$ cat src/rtl/cipherRegPkg.sv
package cipherRegPkg;

  localparam int OFS_IV_HI  = 'h18;
  localparam int OFS_IV_LO  = 'h1C;
  localparam int OFS_CTRL   = 'h20;
  localparam int OFS_LEN    = 'h24;
  localparam int OFS_DAT_HI = 'h28;
  localparam int OFS_DAT_LO = 'h2C;
  localparam int OFS_REV    = 'h30;
  localparam int OFS_DMA    = 'h34;
  localparam int OFS_IST    = 'h3C;
  localparam int OFS_IEN    = 'h40;

  localparam int CB_CBC = 4;
  localparam int CB_TRI = 3;
  localparam int CB_ENC = 2;
  localparam int CB_INR = 1;
  localparam int CB_OUTR = 0;
  localparam int IB_IN  = 1;
  localparam int IB_OUT = 2;
  localparam int DB_IN  = 5;
  localparam int DB_OUT = 6;

  // Key word pairs are stored swapped, counting down from 0x14.
  function automatic int keyOffset(input int n);
    return 'h14 - 4 * (n ^ 1);
  endfunction

  typedef enum logic [2:0] {
    SEQ_IDLE, SEQ_IN, SEQ_REQ, SEQ_BUSY, SEQ_OUT
  } seqState_t;

  typedef struct packed {
    logic launch;   // block complete, hand to core
    logic armIn;    // raise data-in status
    logic takeRsp;  // capture core result
    logic consume;  // host finished reading the result
  } seqStrobe_t;

endpackage

$ cat src/rtl/cipherRegSeq.sv
module cipherRegSeq
  import cipherRegPkg::*;
(
  input  logic       clk,
  input  logic       rstN,
  input  logic       wrLaunchHit,
  input  logic       rdTailHit,
  input  logic       lenStart,
  input  logic       lenLast,
  input  logic       coreReqReady,
  input  logic       coreRspValid,
  output logic       isIdle,
  output logic       inReady,
  output logic       outReady,
  output logic       coreReqValid,
  output seqStrobe_t strobe
);

  seqState_t state, stateNext;

  always_comb begin
    strobe          = '0;
    stateNext       = state;
    strobe.launch   = (state == SEQ_IN) && wrLaunchHit;
    strobe.takeRsp  = (state == SEQ_BUSY) && coreRspValid;
    strobe.consume  = (state == SEQ_OUT) && rdTailHit;
    strobe.armIn    = ((state == SEQ_IDLE) && lenStart) ||
                      (strobe.consume && !lenLast);
    unique case (state)
      SEQ_IDLE: if (lenStart)       stateNext = SEQ_IN;
      SEQ_IN:   if (wrLaunchHit)    stateNext = SEQ_REQ;
      SEQ_REQ:  if (coreReqReady)   stateNext = SEQ_BUSY;
      SEQ_BUSY: if (coreRspValid)   stateNext = SEQ_OUT;
      SEQ_OUT:  if (rdTailHit)      stateNext = lenLast ? SEQ_IDLE : SEQ_IN;
      default:                      stateNext = SEQ_IDLE;
    endcase
  end

  always_ff @(posedge clk) begin
    if (!rstN) state <= SEQ_IDLE;
    else       state <= stateNext;
  end

  assign isIdle       = (state == SEQ_IDLE);
  assign inReady      = (state == SEQ_IN);
  assign outReady     = (state == SEQ_OUT);
  assign coreReqValid = (state == SEQ_REQ);


  req_hold_chk: assert property (@(posedge clk) disable iff (!rstN)
    coreReqValid && !coreReqReady |=> coreReqValid);


  rsp_out_chk: assert property (@(posedge clk) disable iff (!rstN)
    strobe.takeRsp |=> outReady && !inReady);


  last_idle_chk: assert property (@(posedge clk) disable iff (!rstN)
    strobe.consume && lenLast |=> !inReady && !outReady && !coreReqValid);

endmodule

$ cat src/rtl/cipherRegFile.sv
module cipherRegFile
  import cipherRegPkg::*;
#(
  parameter int ADDR_W    = 8,
  parameter int DW        = 32,
  parameter int KEY_WORDS = 6,
  parameter int LEN_W     = 32,
  parameter logic [2:0] REV_MAJOR = 3'd2,
  parameter logic [5:0] REV_MINOR = 6'd5
) (
  input  logic                    clk,
  input  logic                    rstN,
  input  logic [ADDR_W-1:0]       busAddr,
  input  logic                    busWrEn,
  input  logic [DW-1:0]           busWrData,
  input  logic                    busRdEn,
  output logic [DW-1:0]           busRdData,
  input  seqStrobe_t              strobe,
  input  logic                    isIdle,
  input  logic                    inReady,
  input  logic                    outReady,
  input  logic                    coreReqValid,
  input  logic                    coreReqReady,
  output logic                    wrLaunchHit,
  output logic                    rdTailHit,
  output logic                    lenStart,
  output logic                    lenLast,
  output logic [2*DW-1:0]         coreReqData,
  output logic                    coreReqEncrypt,
  output logic                    coreReqTriple,
  output logic [KEY_WORDS*DW-1:0] coreKey,
  input  logic [2*DW-1:0]         coreRspData,
  output logic                    irq,
  output logic                    dmaInReq,
  output logic                    dmaOutReq
);

  localparam int BLK_W     = 2 * DW;
  localparam int BLK_BYTES = BLK_W / 8;

  logic [DW-1:0]    keyWord [KEY_WORDS];
  logic [BLK_W-1:0] chainReg, dataOut, rawBlock, reqBlock;
  logic [DW-1:0]    dataHi;
  logic [LEN_W-1:0] lenReg;
  logic modeCbc, modeTri, modeEnc;
  logic dmaEnIn, dmaEnOut, stIn, stOut, ieIn, ieOut;

  function automatic logic hit(input logic [ADDR_W-1:0] a, input int ofs);
    return a == ADDR_W'(ofs);
  endfunction

  logic wrCtrl, wrLen, wrIst;
  assign wrCtrl      = busWrEn && hit(busAddr, OFS_CTRL);
  assign wrLen       = busWrEn && hit(busAddr, OFS_LEN);
  assign wrIst       = busWrEn && hit(busAddr, OFS_IST);
  assign wrLaunchHit = busWrEn && hit(busAddr, OFS_DAT_LO);
  assign rdTailHit   = busRdEn && hit(busAddr, OFS_DAT_LO);
  assign lenStart    = wrLen && isIdle && (busWrData[LEN_W-1:0] != '0);
  assign lenLast     = lenReg <= LEN_W'(BLK_BYTES);

  // Key storage with the pair-swapped address map.
  for (genvar g = 0; g < KEY_WORDS; g++) begin : gKey
    localparam int KOFS = keyOffset(g);
    always_ff @(posedge clk) begin
      if (!rstN)                                      keyWord[g] <= '0;
      else if (busWrEn && busAddr == ADDR_W'(KOFS))   keyWord[g] <= busWrData;
    end
    assign coreKey[(KEY_WORDS-1-g)*DW +: DW] = keyWord[g];
  end

  // Control, length, data, chaining.
  always_ff @(posedge clk) begin
    if (!rstN) begin
      {modeCbc, modeTri, modeEnc} <= '0;
      {dmaEnIn, dmaEnOut, ieIn, ieOut} <= '0;
      lenReg   <= '0;
      dataHi   <= '0;
      chainReg <= '0;
      dataOut  <= '0;
      rawBlock <= '0;
      reqBlock <= '0;
    end else begin
      if (wrCtrl) begin
        modeCbc <= busWrData[CB_CBC];
        modeTri <= busWrData[CB_TRI];
        modeEnc <= busWrData[CB_ENC];
      end
      if (busWrEn && hit(busAddr, OFS_DMA)) begin
        dmaEnIn  <= busWrData[DB_IN];
        dmaEnOut <= busWrData[DB_OUT];
      end
      if (busWrEn && hit(busAddr, OFS_IEN)) begin
        ieIn  <= busWrData[IB_IN];
        ieOut <= busWrData[IB_OUT];
      end
      if (wrLen && isIdle) lenReg <= busWrData[LEN_W-1:0];
      else if (strobe.consume)
        lenReg <= lenLast ? '0 : lenReg - LEN_W'(BLK_BYTES);
      if (busWrEn && hit(busAddr, OFS_DAT_HI)) dataHi <= busWrData;
      if (busWrEn && hit(busAddr, OFS_IV_HI))  chainReg[BLK_W-1:DW] <= busWrData;
      if (busWrEn && hit(busAddr, OFS_IV_LO))  chainReg[DW-1:0]     <= busWrData;
      if (strobe.launch) begin
        rawBlock <= {dataHi, busWrData};
        reqBlock <= (modeCbc && modeEnc) ? ({dataHi, busWrData} ^ chainReg)
                                         : {dataHi, busWrData};
      end
      if (strobe.takeRsp) begin
        dataOut <= (modeCbc && !modeEnc) ? (coreRspData ^ chainReg) : coreRspData;
        if (modeCbc) chainReg <= modeEnc ? coreRspData : rawBlock;
      end
    end
  end

  // Interrupt status: hardware set wins over a same-cycle clear.
  always_ff @(posedge clk) begin
    if (!rstN) begin
      stIn  <= 1'b0;
      stOut <= 1'b0;
    end else begin
      if (strobe.armIn)                      stIn <= 1'b1;
      else if (wrIst && busWrData[IB_IN])    stIn <= 1'b0;
      if (strobe.takeRsp)                    stOut <= 1'b1;
      else if (wrIst && busWrData[IB_OUT])   stOut <= 1'b0;
    end
  end

  assign irq            = (stIn && ieIn) || (stOut && ieOut);
  assign dmaInReq       = dmaEnIn && inReady;
  assign dmaOutReq      = dmaEnOut && outReady;
  assign coreReqData    = reqBlock;
  assign coreReqEncrypt = modeEnc;
  assign coreReqTriple  = modeTri;

  always_comb begin
    busRdData = '0;
    for (int k = 0; k < KEY_WORDS; k++)
      if (busAddr == ADDR_W'(keyOffset(k))) busRdData = keyWord[k];
    if (hit(busAddr, OFS_IV_HI))  busRdData = chainReg[BLK_W-1:DW];
    if (hit(busAddr, OFS_IV_LO))  busRdData = chainReg[DW-1:0];
    if (hit(busAddr, OFS_CTRL)) begin
      busRdData[CB_CBC]  = modeCbc;
      busRdData[CB_TRI]  = modeTri;
      busRdData[CB_ENC]  = modeEnc;
      busRdData[CB_INR]  = inReady;
      busRdData[CB_OUTR] = outReady;
    end
    if (hit(busAddr, OFS_LEN))    busRdData = DW'(lenReg);
    if (hit(busAddr, OFS_DAT_HI)) busRdData = dataOut[BLK_W-1:DW];
    if (hit(busAddr, OFS_DAT_LO)) busRdData = dataOut[DW-1:0];
    if (hit(busAddr, OFS_REV))    busRdData = DW'({REV_MAJOR, 2'b00, REV_MINOR});
    if (hit(busAddr, OFS_DMA)) begin
      busRdData[DB_IN]  = dmaEnIn;
      busRdData[DB_OUT] = dmaEnOut;
    end
    if (hit(busAddr, OFS_IST)) begin
      busRdData[IB_IN]  = stIn;
      busRdData[IB_OUT] = stOut;
    end
    if (hit(busAddr, OFS_IEN)) begin
      busRdData[IB_IN]  = ieIn;
      busRdData[IB_OUT] = ieOut;
    end
  end


  req_data_chk: assert property (@(posedge clk) disable iff (!rstN)
    coreReqValid && !coreReqReady |=> $stable(coreReqData));


  len_lock_chk: assert property (@(posedge clk) disable iff (!rstN)
    wrLen && !isIdle && !strobe.consume |=> $stable(lenReg));


  len_step_chk: assert property (@(posedge clk) disable iff (!rstN)
    strobe.consume && !lenLast |=> lenReg == $past(lenReg) - LEN_W'(BLK_BYTES));


  irq_clear_chk: assert property (@(posedge clk) disable iff (!rstN)
    wrIst && busWrData[IB_OUT] && !strobe.takeRsp |=> !stOut);

endmodule

$ cat src/rtl/cipherRegFront.sv
module cipherRegFront
  import cipherRegPkg::*;
#(
  parameter int ADDR_W    = 8,
  parameter int DW        = 32,
  parameter int KEY_WORDS = 6,
  parameter int LEN_W     = 32,
  parameter logic [2:0] REV_MAJOR = 3'd2,
  parameter logic [5:0] REV_MINOR = 6'd5
) (
  input  logic                    clk,
  input  logic                    rstN,
  input  logic [ADDR_W-1:0]       busAddr,
  input  logic                    busWrEn,
  input  logic [DW-1:0]           busWrData,
  input  logic                    busRdEn,
  output logic [DW-1:0]           busRdData,
  output logic                    coreReqValid,
  input  logic                    coreReqReady,
  output logic [2*DW-1:0]         coreReqData,
  output logic                    coreReqEncrypt,
  output logic                    coreReqTriple,
  output logic [KEY_WORDS*DW-1:0] coreKey,
  input  logic                    coreRspValid,
  input  logic [2*DW-1:0]         coreRspData,
  output logic                    irq,
  output logic                    dmaInReq,
  output logic                    dmaOutReq
);

  seqStrobe_t strobe;
  logic isIdle, inReady, outReady;
  logic wrLaunchHit, rdTailHit, lenStart, lenLast;

  cipherRegSeq uSeq (
    .clk(clk), .rstN(rstN),
    .wrLaunchHit(wrLaunchHit), .rdTailHit(rdTailHit),
    .lenStart(lenStart), .lenLast(lenLast),
    .coreReqReady(coreReqReady), .coreRspValid(coreRspValid),
    .isIdle(isIdle), .inReady(inReady), .outReady(outReady),
    .coreReqValid(coreReqValid), .strobe(strobe)
  );

  cipherRegFile #(
    .ADDR_W(ADDR_W), .DW(DW), .KEY_WORDS(KEY_WORDS), .LEN_W(LEN_W),
    .REV_MAJOR(REV_MAJOR), .REV_MINOR(REV_MINOR)
  ) uFile (
    .clk(clk), .rstN(rstN),
    .busAddr(busAddr), .busWrEn(busWrEn), .busWrData(busWrData),
    .busRdEn(busRdEn), .busRdData(busRdData),
    .strobe(strobe), .isIdle(isIdle), .inReady(inReady), .outReady(outReady),
    .coreReqValid(coreReqValid), .coreReqReady(coreReqReady),
    .wrLaunchHit(wrLaunchHit), .rdTailHit(rdTailHit),
    .lenStart(lenStart), .lenLast(lenLast),
    .coreReqData(coreReqData), .coreReqEncrypt(coreReqEncrypt),
    .coreReqTriple(coreReqTriple), .coreKey(coreKey),
    .coreRspData(coreRspData),
    .irq(irq), .dmaInReq(dmaInReq), .dmaOutReq(dmaOutReq)
  );

endmodule

$ cat config.mk
export PLATFORM = sky130hd
export DESIGN_NAME = cipherRegFront
export DESIGN_NICKNAME = d
export VERILOG_FILES = /design/src/rtl/cipherRegPkg.sv /design/src/rtl/cipherRegSeq.sv /design/src/rtl/cipherRegFile.sv /design/src/rtl/cipherRegFront.sv
export SDC_FILE = /design/constraint.sdc
export NUM_CORES = 1
export LEC_CHECK = 0
export CORE_ASPECT_RATIO = 1.1
export CORE_MARGIN = 5
export CORE_UTILIZATION = 45
export DETAILED_ROUTE_END_ITERATION = 8
export DONT_BUFFER_PORTS = 1
export PLACE_DENSITY_LB_ADDON = 0.08
export RECOVER_POWER = 100
export SETUP_SLACK_MARGIN = 0.15
export SYNTH_ARGS = -nofsm -noshare
export SYNTH_HDL_FRONTEND = slang
export SYNTH_SLANG_ARGS = --single-unit
$ cat constraint.sdc
create_clock -name clk -period 7.6 [get_ports clk]
set_input_delay 0.38 -clock clk [delete_from_list [all_inputs] [get_ports clk]]
set_output_delay 0.38 -clock clk [all_outputs]
set_load 0.03 [all_outputs]
* Word level (Yosys, flattened, before mapping)
Memory sizes are Yosys's and may differ from the RTL's. Cells that the tools add are included.
Storage, ports and cells: register bits after elaboration 332, bits in writable memories 192, input port bits 110, output and inout bits 294, logic and storage cells 155, memories kept 1
Memory list:
- uFile.keyWord | words 6, width 32, read ports 6, clocked after memory_dff 0, wr ports 6, line cipherRegFile.sv:41 | logic [DW-1:0] keyWord [KEY_WORDS];
Operators by class: add/subtract/negate cells 1, order comparisons 1, equality and inequality tests 24, mux-type cells 62, bitwise gates (word level) 8, reduce and logical (&&, ||, !) cells 42
Operators by type and width (count):
- $mux 32 | 23
- $mux 64 | 5
- $xor 64x64->64 | 2
- $eq 8x6->1 const B | 7
- $eq 8x5->1 const B | 4
- $le 32x4->1 const B | 1
- $reduce_bool 32->1 | 1
- $sub 32x4->32 const B | 1
- $logic_and 1x1->1 | 31
- $mux 1 | 24
- $eq 8x4->1 const B | 2
- $mux 3 | 5
- $pmux 3 s5 | 1
- $eq 8x3->1 const B | 1
- $eq 8x7->1 const B | 1
- $logic_not 8->1 | 1
- $ne 2x2->1 const B | 4
- $eq 3x2->1 const B | 2
- $mux 2 | 3
- $or 1x1->1 | 6
- $reduce_bool 2->1 | 3
- $mux 5 | 1
- $reduce_and 5->1 | 1
- $eq 3x1->1 const B | 1
- other kinds (5) | 7

* Logic depth before layout (Yosys ltp)
Gate-level depths: netlist (run 1).
word-level depth 16, depth in mapped cells 10, mapped depth without buffers 8

* Hierarchy
Synthesis (run 1) repeated with hierarchy kept, for this count alone.
Unflattened totals: cells, all modules 2845, area total of the unflattened synthesis 26945.8 sq um
Modules (own cells, without submodules):
- cipherRegFile | times used 1, cells an instance 2817, area each 26705.6 sq um, sequential area each 12351.8 sq um
- cipherRegSeq | times used 1, cells an instance 28, area each 240.2 sq um, sequential area each 60.1 sq um

* Least setup slack after synthesis (run 1)
No wires, ideal clock.
path type input-to-reg, start point in busAddr[1], end point mem uFile.keyWord[1][0], in the netlist uFile.keyWord[0][32] (enable), setup time 0.470 ns, arrival 3.883 ns, required time 7.130 ns, slack 3.247 ns, stages on the path 5, buffers on the path 3, path through buf_2 > or4b_1 > clkbuf_1 > clkbuf_1 > o31ai_1
RTL lines:
- from (decl) | line cipherRegFront.sv:13 | input logic [ADDR_W-1:0] busAddr,
- to (decl) | line cipherRegFile.sv:41

* Final worst setup path (run 1)
start point reg uSeq.state[0], end point reg uFile.chainReg[62]
On the way: cells in the longest elaborated chain, start to end 3
Ends and longest elaborated chain:
- from (decl) | line cipherRegSeq.sv:19 | seqState_t state, stateNext;
- from (signal assigned) | line cipherRegSeq.sv:41 | else state <= stateNext;
- $eq 3x2->1 | line cipherRegSeq.sv:25 | strobe.takeRsp = (state == SEQ_BUSY) && coreRspValid;
- $logic_and 1x1->1 | line cipherRegSeq.sv:25
- $mux 64 | line cipherRegFile.sv:107 | if (strobe.takeRsp) begin
- to (signal, indexed assignment) | line cipherRegFile.sv:100 | if (busWrEn && hit(busAddr, OFS_IV_HI)) chainReg[BLK_W-1:DW] <= busWrData;
- to (signal, indexed assignment) | line cipherRegFile.sv:101 | if (busWrEn && hit(busAddr, OFS_IV_LO)) chainReg[DW-1:0] <= busWrData;
- to (signal assigned) | line cipherRegFile.sv:109 | if (modeCbc) chainReg <= modeEnc ? coreRspData : rawBlock;
- to (decl) | line cipherRegFile.sv:42 | logic [BLK_W-1:0] chainReg, dataOut, rawBlock, reqBlock;
No other way between the ends. A chain may end at the register's enable or synchronous reset.

==> results.tsv, run 1 <==
metric	value	unit
status	finished, violations left	
violations	max-capacitance violations, max-slew violations	
core	57100	um2
min_period_over_period	0.663	
gp_congestion	0.940	
wl_met1	47200	um
max_freq	199	MHz
synth_area_per_cell	9.09	um2
drtIter0Drc	3070	
port_buffers	0	
grt_first_pass_wirelength	157000	um
synth.most_common_cell	nand2_1	
place_inst	3376	
die_h	262	um
vias_per_cell	6.39	
cp_max_fo	64	
pre_cts_slack	4.20	ns
holdCritPathClass	input port to register	
area_delta_synth_final	10.4	%
vdd_drop_max	0.170	mV
hold_buffers	80	
antenna_found_initial	4	
ys_types	70	
critPathKind	register to register	
synth_nets	2958	
timing.max_cap.violations	15	
synthFlopType	dfxtp_1	
hpwl	72000	um
drc_errors	0	
power	6.19	mW
power_density	217	nW/um2
seq_area_frac_synth	0.480	
clk_latency	0.63	ns
layout.nets	2872	
cts_repair_resize_count	0	
ios	404	
cts_buffers	55	
fin_area	28600	um2
fin_ws	2.56	ns
clk_path_buf_depth	3	
maxSlewViolCount	615	
initial_utilization	0.453	
fin_setup_tns	0	ns
rsz0062_at_grt	no	
synth_top_area_share	0.257	
cts_max_level	2	
top_layer	met5	
syn_area	25900	um2
synth_area_leaders	dfxtp_1, edfxtp_1, nand2_1	
max_slew_margin	-2.17	
cp.arrival	5.52	ns
detail-route-antenna-nets	0	
met3_length	13400	um
synthTopCellsByCount	nand2_1, dfxtp_1, nor2_1, and2_1, clkbuf_1	
synthArstFlopShare	0	
ys_ff_latch	524	
routedWlPerCell	31.3	um
finalSetupViolCount	0	
vias	22700	
cp-end-kind	register	
grtUsageTotal	0.339	
dr.pass1.iters	6	
wl_met2	47500	um
clk_pin_slew	0.06	ns
cp_data_required_time	8.09	ns
final_cells	3557	
first_global_vias	20900	
routed_wl	111000	um
hold_viol_final	0	
cts_tree	built	
synth_warnings	0	
syn_inst	2847	
yosys.area.top_type	dfxtp_1	
grt_max_degree	193	
final.min_clock_period	5.04	ns
post_cts.repair.setup_buffers	0	
dpl_cell_area	26200	um2
synth-edff-count	192	
rows	92	
grt_remaining_overflow	0	
worst_clock_skew	0.0233	ns
tightestPinTransition	4.76	ns
cts.sinks	524	
dieArea	62400	um2
die_x	239	um
cp-start-kind	register	
drive_gt1_frac	0.0506	
cts_root_buffer	clkbuf_16	
p_leak	9.52	nW
[layout by cell type (no fill, tap or decap), drive strengths merged, types with 34 or more instances in the layout]
cell type      n
o21ai         80
o22ai         68
o22a          66
clkbuf        98
dfxtp        332
nand2        435
a22oi         99
and2         198
xor2         149
dlygate4sd3   80
a21oi        170
nor2         297
nor3          34
edfxtp       192
mux2i        114
a211oi       135
[layout make-up]
cell class | count | area (um2)
Antenna cell | 1 | 2.50
Tap cell | 752 | 941
Sequential cell | 524 | 12400
Clock buffer | 76 | 1550
Fill cell | 5434 | 28500
Inverter | 10 | 45.0
Clock inverter | 24 | 244
Timing Repair Buffer | 123 | 1040
Multi-Input combinational cell | 2047 | 12300
[path summary, 6_finish.rpt]
check                          from                 end  slack (ns)  cells past startpoint
setup reg to reg      uSeq.state[0]  uFile.chainReg[62]        2.56                      5
hold / removal      coreRspData[13]   uFile.dataOut[13]        0.02                      2
setup / recovery      uSeq.state[0]  uFile.chainReg[62]        2.56                      5
hold reg to reg   uFile.rawBlock[2]   uFile.rawBlock[2]        0.46                      2
[power breakdown]
part           internal [mW]  switching (mW)  total (mW)
Combinational         0.0898           0.215       0.305
Clock                   1.55            1.19        2.75
Sequential              2.96           0.172        3.14
[critical path: stages, from the launching register on]
cell	delay, ns
dfxtp_1	0.57
nand2_1	0.22
nor2_4	0.13
and2_0	3.35
o22a_1	0.46
nor2_1	0.05
[stage by stage]
stage / hold WS, ns / utilization
2_1_floorplan: 0.437 / -
3_3_place_gp: 0.442 / 0.459
3_5_place_dp: 0.447 / 0.459
4_1_cts: 0.00191 / 0.504
5_1_grt: 0.0222 / 0.500
6_report: 0.0249 / 0.500
[state kept, by name, indices dropped and copies added (netlist names), 3 cells and up]
| register | cells |
|---|---|
| uFile.dataOut | 64 |
| uSeq.state | 3 |
| uFile.coreReqData | 64 |
| uFile.lenReg | 32 |
| uFile.keyWord | 192 |
| uFile.dataHi | 32 |
| uFile.rawBlock | 64 |
| uFile.chainReg | 64 |
[cell families (layout without fill, tap and decap cells)]
kind of cell | count (synthesis) | after routing | share of synthesized area
multiplexers | 130 | 130 | 0.0511
AO/OA/AOI/OAI | 714 | 714 | 0.186
flip-flops | 524 | 524 | 0.480
adder cells (fa/ha/maj) | 1 | 1 | 0.000483
XOR/XNOR | 151 | 151 | 0.0511
other | 0 | 1 | 0
buffers and inverters | 276 | 233 | 0.0440
AND/OR/NAND/NOR | 1051 | 1051 | 0.188
[layer usage]
metal  vias to the layer above  track usage
met5                         -            0
met4                         4       0.0944
met3                       201        0.106
met2                      1339        0.494
met1                     11200        0.488
li1                       9969            -
Power figures use the tool's default switching activity.
==> inputs of run 2 (changes only) <==
--- a/config.mk
+++ b/config.mk
@@ -5,6 +5,7 @@
 export SDC_FILE = /design/constraint.sdc
 export NUM_CORES = 1
 export LEC_CHECK = 0
+export ABC_AREA = 1
 export CORE_ASPECT_RATIO = 1.1
 export CORE_MARGIN = 5
 export CORE_UTILIZATION = 45
==> constraint.sdc (replaced) <==
create_clock -name clk -period 4.65 [get_ports clk]
set_input_delay 0.2325 -clock clk [delete_from_list [all_inputs] [get_ports clk]]
set_output_delay 0.2325 -clock clk [all_outputs]
set_load 0.03 [all_outputs]
==> run 2 against run 1 <==
Against the previous run:
- first-iteration DRC count shrank 13%
- hold slack better by 0.031 ns
- wire length shrank 12%
- via count fell by 1.7%
- the run still ends with max-capacitance violations, max-slew violations left
- sequential share of layout area rose by 0.57 points
- worst setup slack worse by 1.7 ns
==> results.tsv, run 2 <==
metric	value	unit	change
antenna_found_initial	11		+7
place_inst	3589		+6.3%
r2r_start	uSeq.state[2]		
critPathKind	input port to register		
cp_data_required_time	4.95	ns	-3.14 ns
tightestPinTransition	3.76	ns	-0.997 ns
synth_area_leaders	dfxtp_1, edfxtp_1, nand2_1		
cp-end-kind	register		
seq_area_frac_synth	0.502		+0.0229
worst_clock_skew	0.0126	ns	-0.0107 ns
utilization	0.516		+0.0159
n_fill_cell	5242		-3.5%
synth_area_per_cell	8.17	um2	-10%
grt_max_degree	186		-3.6%
finalSetupViolCount	0		unchanged
multiInputGateArea	10700	um2	-13%
min_period_over_period	0.811		
gp_congestion	0.963		+2.5%
cp.arrival	4.07	ns	-1.45 ns
ys_ff_latch	524		unchanged
violations	max-capacitance violations, max-slew violations		
drive_gt1_frac	0.0558		+0.00513
synthArstFlopShare	0		unchanged
drtIter0Drc	2662		-13%
status	finished, violations left		
reg2reg_to	uFile.chainReg[51]		
syn_inst	3022		+6.1%
ios	404		unchanged
p_clk_frac	0.432		-0.012
final_cell_mix	nand2_1, a21oi_1, dfxtp_1, nor2_1, o21ai_0		
pre_cts_slack	1.75	ns	-2.45 ns
rsz0062_at_grt	no		
pwr-share-seq	0.521		+0.014
worstRegToRegCells	7		+2
cp-start-kind	input port		
largest_reg_flops	192		unchanged
synthTopCellsByCount	nand2_1, a21oi_1, dfxtp_1, nor2_1, edfxtp_1		
synthFlopType	dfxtp_1		
hpwl	67800	um	-5.9%
grt_first_pass_wirelength	142000	um	-9.7%
layout_commonest_cell	nand2_1		
synth_top_area_share	0.269		+0.0122
die_x	233	um	-2.2%
power_switching	2.51	mW	+59%
p_comb_frac	0.047		-0.002
cp_max_fo	71		+11%
yosys.area.top_type	dfxtp_1		
hold_viol_final	0		unchanged
holdPathEnd	uFile.rawBlock[16]		
clk_path_buf_depth	3		unchanged
maxSlewViolCount	369		-40%
max_freq	265	MHz	
power	9.85	mW	+59%
min_path_cells	2		unchanged
ff_latch_area	12400	um2	unchanged
core	54600	um2	-4.3%
synth_warnings	0		unchanged
clk_latency	0.61	ns	-0.02 ns
die_h	256	um	-2.2%
vias	22300		-1.7%
final.min_clock_period	3.77	ns	
routed_wl	98500	um	-12%
switching_share	0.255		-0.000349
clk_pin_slew	0.06	ns	about the same
power_density	349	nW/um2	+61%
cts_tree	built		
fin_ws	0.879	ns	-1.69 ns
ys_types	37		-47%
fin_setup_tns	0	ns	unchanged
internal-power	7.34	mW	+59%
final_cells	3848		+8.2%
vdd_drop_max	0.236	mV	+39%
port_buffers	0		unchanged
max_slew_margin	-1.51		+0.664
dr.pass1.iters	6		unchanged
cts.sinks	524		unchanged
syn_area	24700	um2	-4.5%
area_delta_synth_final	14.1	%	
layout.nets	3170		+10%
min_from	busWrData[16]		
synth_nets	3133		+5.9%
cts_max_level	2		unchanged
critPathLaunch	rstN		
regMostFlops	uFile.keyWord		
timing.max_cap.violations	10		-5
synth-edff-count	192		unchanged
r2r_setup_slack	0.94	ns	-1.62 ns
p_leak	10.2	nW	+7.3%
grt_remaining_overflow	0		unchanged
holdCritPathClass	input port to register		
initial_utilization	0.452		-0.000975
grtUsageTotal	0.313		-0.0256
cts_repair_resize_count	0		unchanged
vias_per_cell	5.81		-9.1%
detail-route-antenna-nets	0		unchanged
cts_buffers	54		-1.8%
routedWlPerCell	25.6	um	-18%
synth.most_common_cell	nand2_1		
drc_errors	0		unchanged
dieArea	59700	um2	-4.4%
cts_root_buffer	clkbuf_16		
rows	90		-2.2%
first_global_vias	20800		-0.63%
-- run 2: cell types whose count changed in the layout (fill, tap and decap cells not counted), sizes merged, moves of 99 or more --
cell    change
a21oi     +209
mux2i     -114
and2      -198
a22oi      -99
inv       +137
o21ai     +192
nand2     +209
a211oi    -135
-- run 2: how the worst max path moves through the flow --
stage                     endpoint  slack (ns)  depth (start not counted)
3_5_place_dp         busRdData[28]        1.75                         10
2_1_floorplan  uFile.keyWord[1][0]        0.94                          6
4_1_cts              busRdData[28]        1.75                         10
5_1_grt            uFile.lenReg[2]        0.79                          3
3_3_place_gp         busRdData[28]        1.82                         10
6_report          uFile.lenReg[19]        0.88                          3
-- run 2: cell families (layout without fill, tap and decap cells) --
family,after synthesis,in the layout,share of synthesized area
compound gates,803,803,0.180
xor+xnor,150,150,0.0532
fa+ha+maj,1,1,0.000506
buf+inv,380,460,0.0631
flops,524,524,0.502
other cells,0,10,0
simple gates,1164,1164,0.201
-- run 2: stage by stage --
stage                     cell area, um2  hold slack [ns]
after floorplan                    24700            0.380
after global placement             25100            0.398
after detailed placement           25100            0.394
after CTS                          28300           0.0157
after global routing               28200           0.0465
final                              28200           0.0563
-- run 2: timing repair --
action,in CTS,in global routing
hold buffers,150,0
buffers inserted,0,0
hold endpoints to repair,332,0
-- run 2: final cells by class --
| class | instances | area share |
|---|---|---|
| clock buffer | 75 | 0.0548 |
| multi-input combinational | 2118 | 0.380 |
| antenna | 10 | 0.000887 |
| inverter | 178 | 0.0239 |
| sequential | 524 | 0.440 |
| tap | 736 | 0.0327 |
| timing repair buffer | 183 | 0.0623 |
| clock inverter | 24 | 0.00546 |
-- run 2: per-layer routing --
metal,vias up,GRT usage,routed length (um)
met1,10600,0.443,41300
met2,1190,0.462,42400
met3,187,0.0971,11500
li1,10300,-,-
met5,-,0,26
met4,4,0.0954,3220
-- run 2: power groups by stage --
stage                     sequential [mW]  combinational [mW]  clock, mW
after floorplan                      5.18               0.220          0
after global placement               5.23               0.296          0
after detailed placement             5.23               0.300          0
after CTS                            5.13               0.456       4.30
after global routing                 5.14               0.481       4.49
final                                5.13               0.460       4.26
-- run 2: critical path: stages --
cell	delay, ns
inv_1	0.92
clkbuf_1	2.71
a31oi_1	0.13
==> inputs of run 3 (changes only) <==
==> constraint.sdc (replaced) <==
create_clock -name clk -period 3.7 [get_ports clk]
set_input_delay 0.185 -clock clk [delete_from_list [all_inputs] [get_ports clk]]
set_output_delay 0.185 -clock clk [all_outputs]
set_load 0.03 [all_outputs]
==> run 3 against run 2 <==
Against the previous run:
- the run still ends with max-capacitance violations, max-slew violations left
- sequential power up 26%
- cell count up 0.16%
- combinational power up 27%
- sequential share of layout area down 0.23 points
- die area unchanged
- sequential cell count unchanged
- register-to-register slack worse by 0.18 ns
- non-clock buffer count up 1
- global-route usage up 0.58 points
- first-iteration DRC count up 8.8%
- worst setup slack worse by 0.37 ns
- critical path type is now input port to output pin
- largest power group unchanged
==> results.tsv, run 3 (synthesis gave the netlist of run 2 again) <==
metric	value	unit	change
status	finished, violations left		
violations	max-capacitance violations, max-slew violations		
cts_buffers	56		+3.7%
drc_errors	0		unchanged
die_h	256	um	unchanged
grt_max_degree	202		+8.6%
routed_wl	100000	um	+1.9%
layout.nets	3173		+0.095%
dieArea	59700	um2	unchanged
vdd_drop_max	0.328	mV	+39%
vias	22700		+1.4%
ios	404		unchanged
min_period_over_period	0.862		
final_cell_mix	nand2_1, a21oi_1, dfxtp_1, nor2_1, o21ai_0		
max_slew_margin	-1.01		+0.502
grt_first_pass_wirelength	145000	um	+2.2%
vias_per_cell	5.88		+1.3%
worst_clock_skew	0.0199	ns	+0.00726 ns
fin_setup_tns	0	ns	unchanged
clk_path_buf_depth	3		unchanged
cp-start-kind	input port		
finalSetupViolCount	0		unchanged
dr.pass1.iters	6		unchanged
multiInputGateArea	10700	um2	-0.14%
holdCritPathClass	input port to register		
place_inst	3600		+0.31%
largest_reg_flops	192		unchanged
max_freq	313	MHz	
power_density	450	nW/um2	+29%
core	54600	um2	unchanged
rsz0062_at_grt	no		
crit_buf_inv	3		+1
initial_utilization	0.452		unchanged
timing.max_cap.violations	9		-1
drtIter0Drc	2896		+8.8%
regMostFlops	uFile.keyWord		
routedWlPerCell	26.0	um	+1.7%
cts_tree	built		
clk_pin_slew	0.06	ns	about the same
cp_top_family	buffers and inverters		
layout_commonest_cell	nand2_1		
tightestPinTransition	2.99	ns	-0.772 ns
grtUsageTotal	0.319		+0.00579
cp_max_fo	29		-59%
crit_chain	inv_1 -> nand2_1 -> nor2_1 -> nand2_1 -> inv_1 -> a21oi_1 -> nand4_1 -> nand2_1 -> a21oi_1 -> clkbuf_1		
maxSlewViolCount	255		-31%
cts_root_buffer	clkbuf_16		
clk_latency	0.62	ns	about the same
rows	90		unchanged
hpwl	69200	um	+2.1%
final_cells	3854		+0.16%
ff_latch_area	12400	um2	unchanged
cts_repair_resize_count	0		unchanged
timing.hold.ws	0.0512	ns	-0.00502 ns
max_stage_delay	0.88	ns	-1.83 ns
cp_slowest_cell	inv_1		
area_delta_synth_final	14.7	%	
critPathKind	input port to output pin		
cts.sinks	524		unchanged
first_global_vias	20800		+0.19%
p_leak	10.3	nW	+0.69%
cp-end-kind	output pin		
cp_data_required_time	3.51	ns	-1.44 ns
antenna_found_initial	11		unchanged
cts_max_level	2		unchanged
grt_remaining_overflow	0		unchanged
path_common_cell	nand2_1		
die_x	233	um	unchanged
n_fill_cell	5310		+1.3%
gp_congestion	0.960		-0.30%
utilization	0.519		+0.00268
power	12.8	mW	+30%
drive_gt1_frac	0.0595		+0.00372
cp.arrival	3.01	ns	-1.06 ns
port_buffers	0		unchanged
hold_viol_final	0		unchanged
final.min_clock_period	3.19	ns	
detail-route-antenna-nets	0		unchanged
run 3: cell types whose count changed in the layout (fill, tap and decap cells not counted), sizes merged:
cell         before  now
clkbuf           92   96
inv             148  150
diode            10    8
buf              17   24
dlygate4sd3     149  139
clkinvlp          8    3
bufinv            1    5
clkinv           45   51
run 3: stage by stage:
| stage | setup slack [ns] | cell area (um2) |
|---|---|---|
| after global routing | 0.342 | 28300 |
| after detailed placement | 1.15 | 25300 |
| after global placement | 1.19 | 25300 |
| final | 0.509 | 28300 |
| after CTS | 0.965 | 28500 |
| after floorplan | 0.201 | 24700 |
run 3: layout make-up:
type / count / area share
inverter: 178 / 0.0238
timing repair buffer: 184 / 0.0625
tap: 736 / 0.0325
multi-input combinational: 2118 / 0.377
antenna: 8 / 0.000706
sequential: 524 / 0.438
clock inverter: 31 / 0.0100
clock buffer: 75 / 0.0552
run 3: worst paths after layout:
| check | depth (start not counted) | end | startpoint | slack, ns |
|---|---|---|---|---|
| max | 10 | busRdData[8] | busAddr[2] | 0.51 |
| min | 6 | uFile.stIn | busWrData[7] | 0.05 |
| max reg2reg | 7 | uFile.coreReqData[16] | uSeq.state[0] | 0.76 |
| min reg2reg | 2 | uFile.lenReg[1] | uFile.lenReg[1] | 0.47 |
run 3: routing by layer:
metal,track usage,routed length [um]
met5,0,44
met4,0.0747,2810
met3,0.0791,11500
met2,0.478,43600
met1,0.467,42400
run 3: what timing repair did:
| item | 4_1_cts | 5_1_grt |
|---|---|---|
| buffers inserted | 0 | 0 |
| hold buffers | 140 | 0 |
| endpoints found under the hold margin | 350 | 0 |
run 3: power breakdown:
part / internal, mW / total, mW / switching [mW]
Combinational: 0.158 / 0.585 / 0.427
Clock: 3.31 / 5.73 / 2.42
Sequential: 6.10 / 6.45 / 0.357
run 3: worst register-to-register path, cell delays in order, from the launching register on:
cell and delay [ns]:
dfxtp_1 0.37, inv_1 0.08, nor3_1 0.32, inv_1 0.21, nor3_1 0.28, clkbuf_4 1.10
o21ai_0 0.26, a21oi_1 0.19
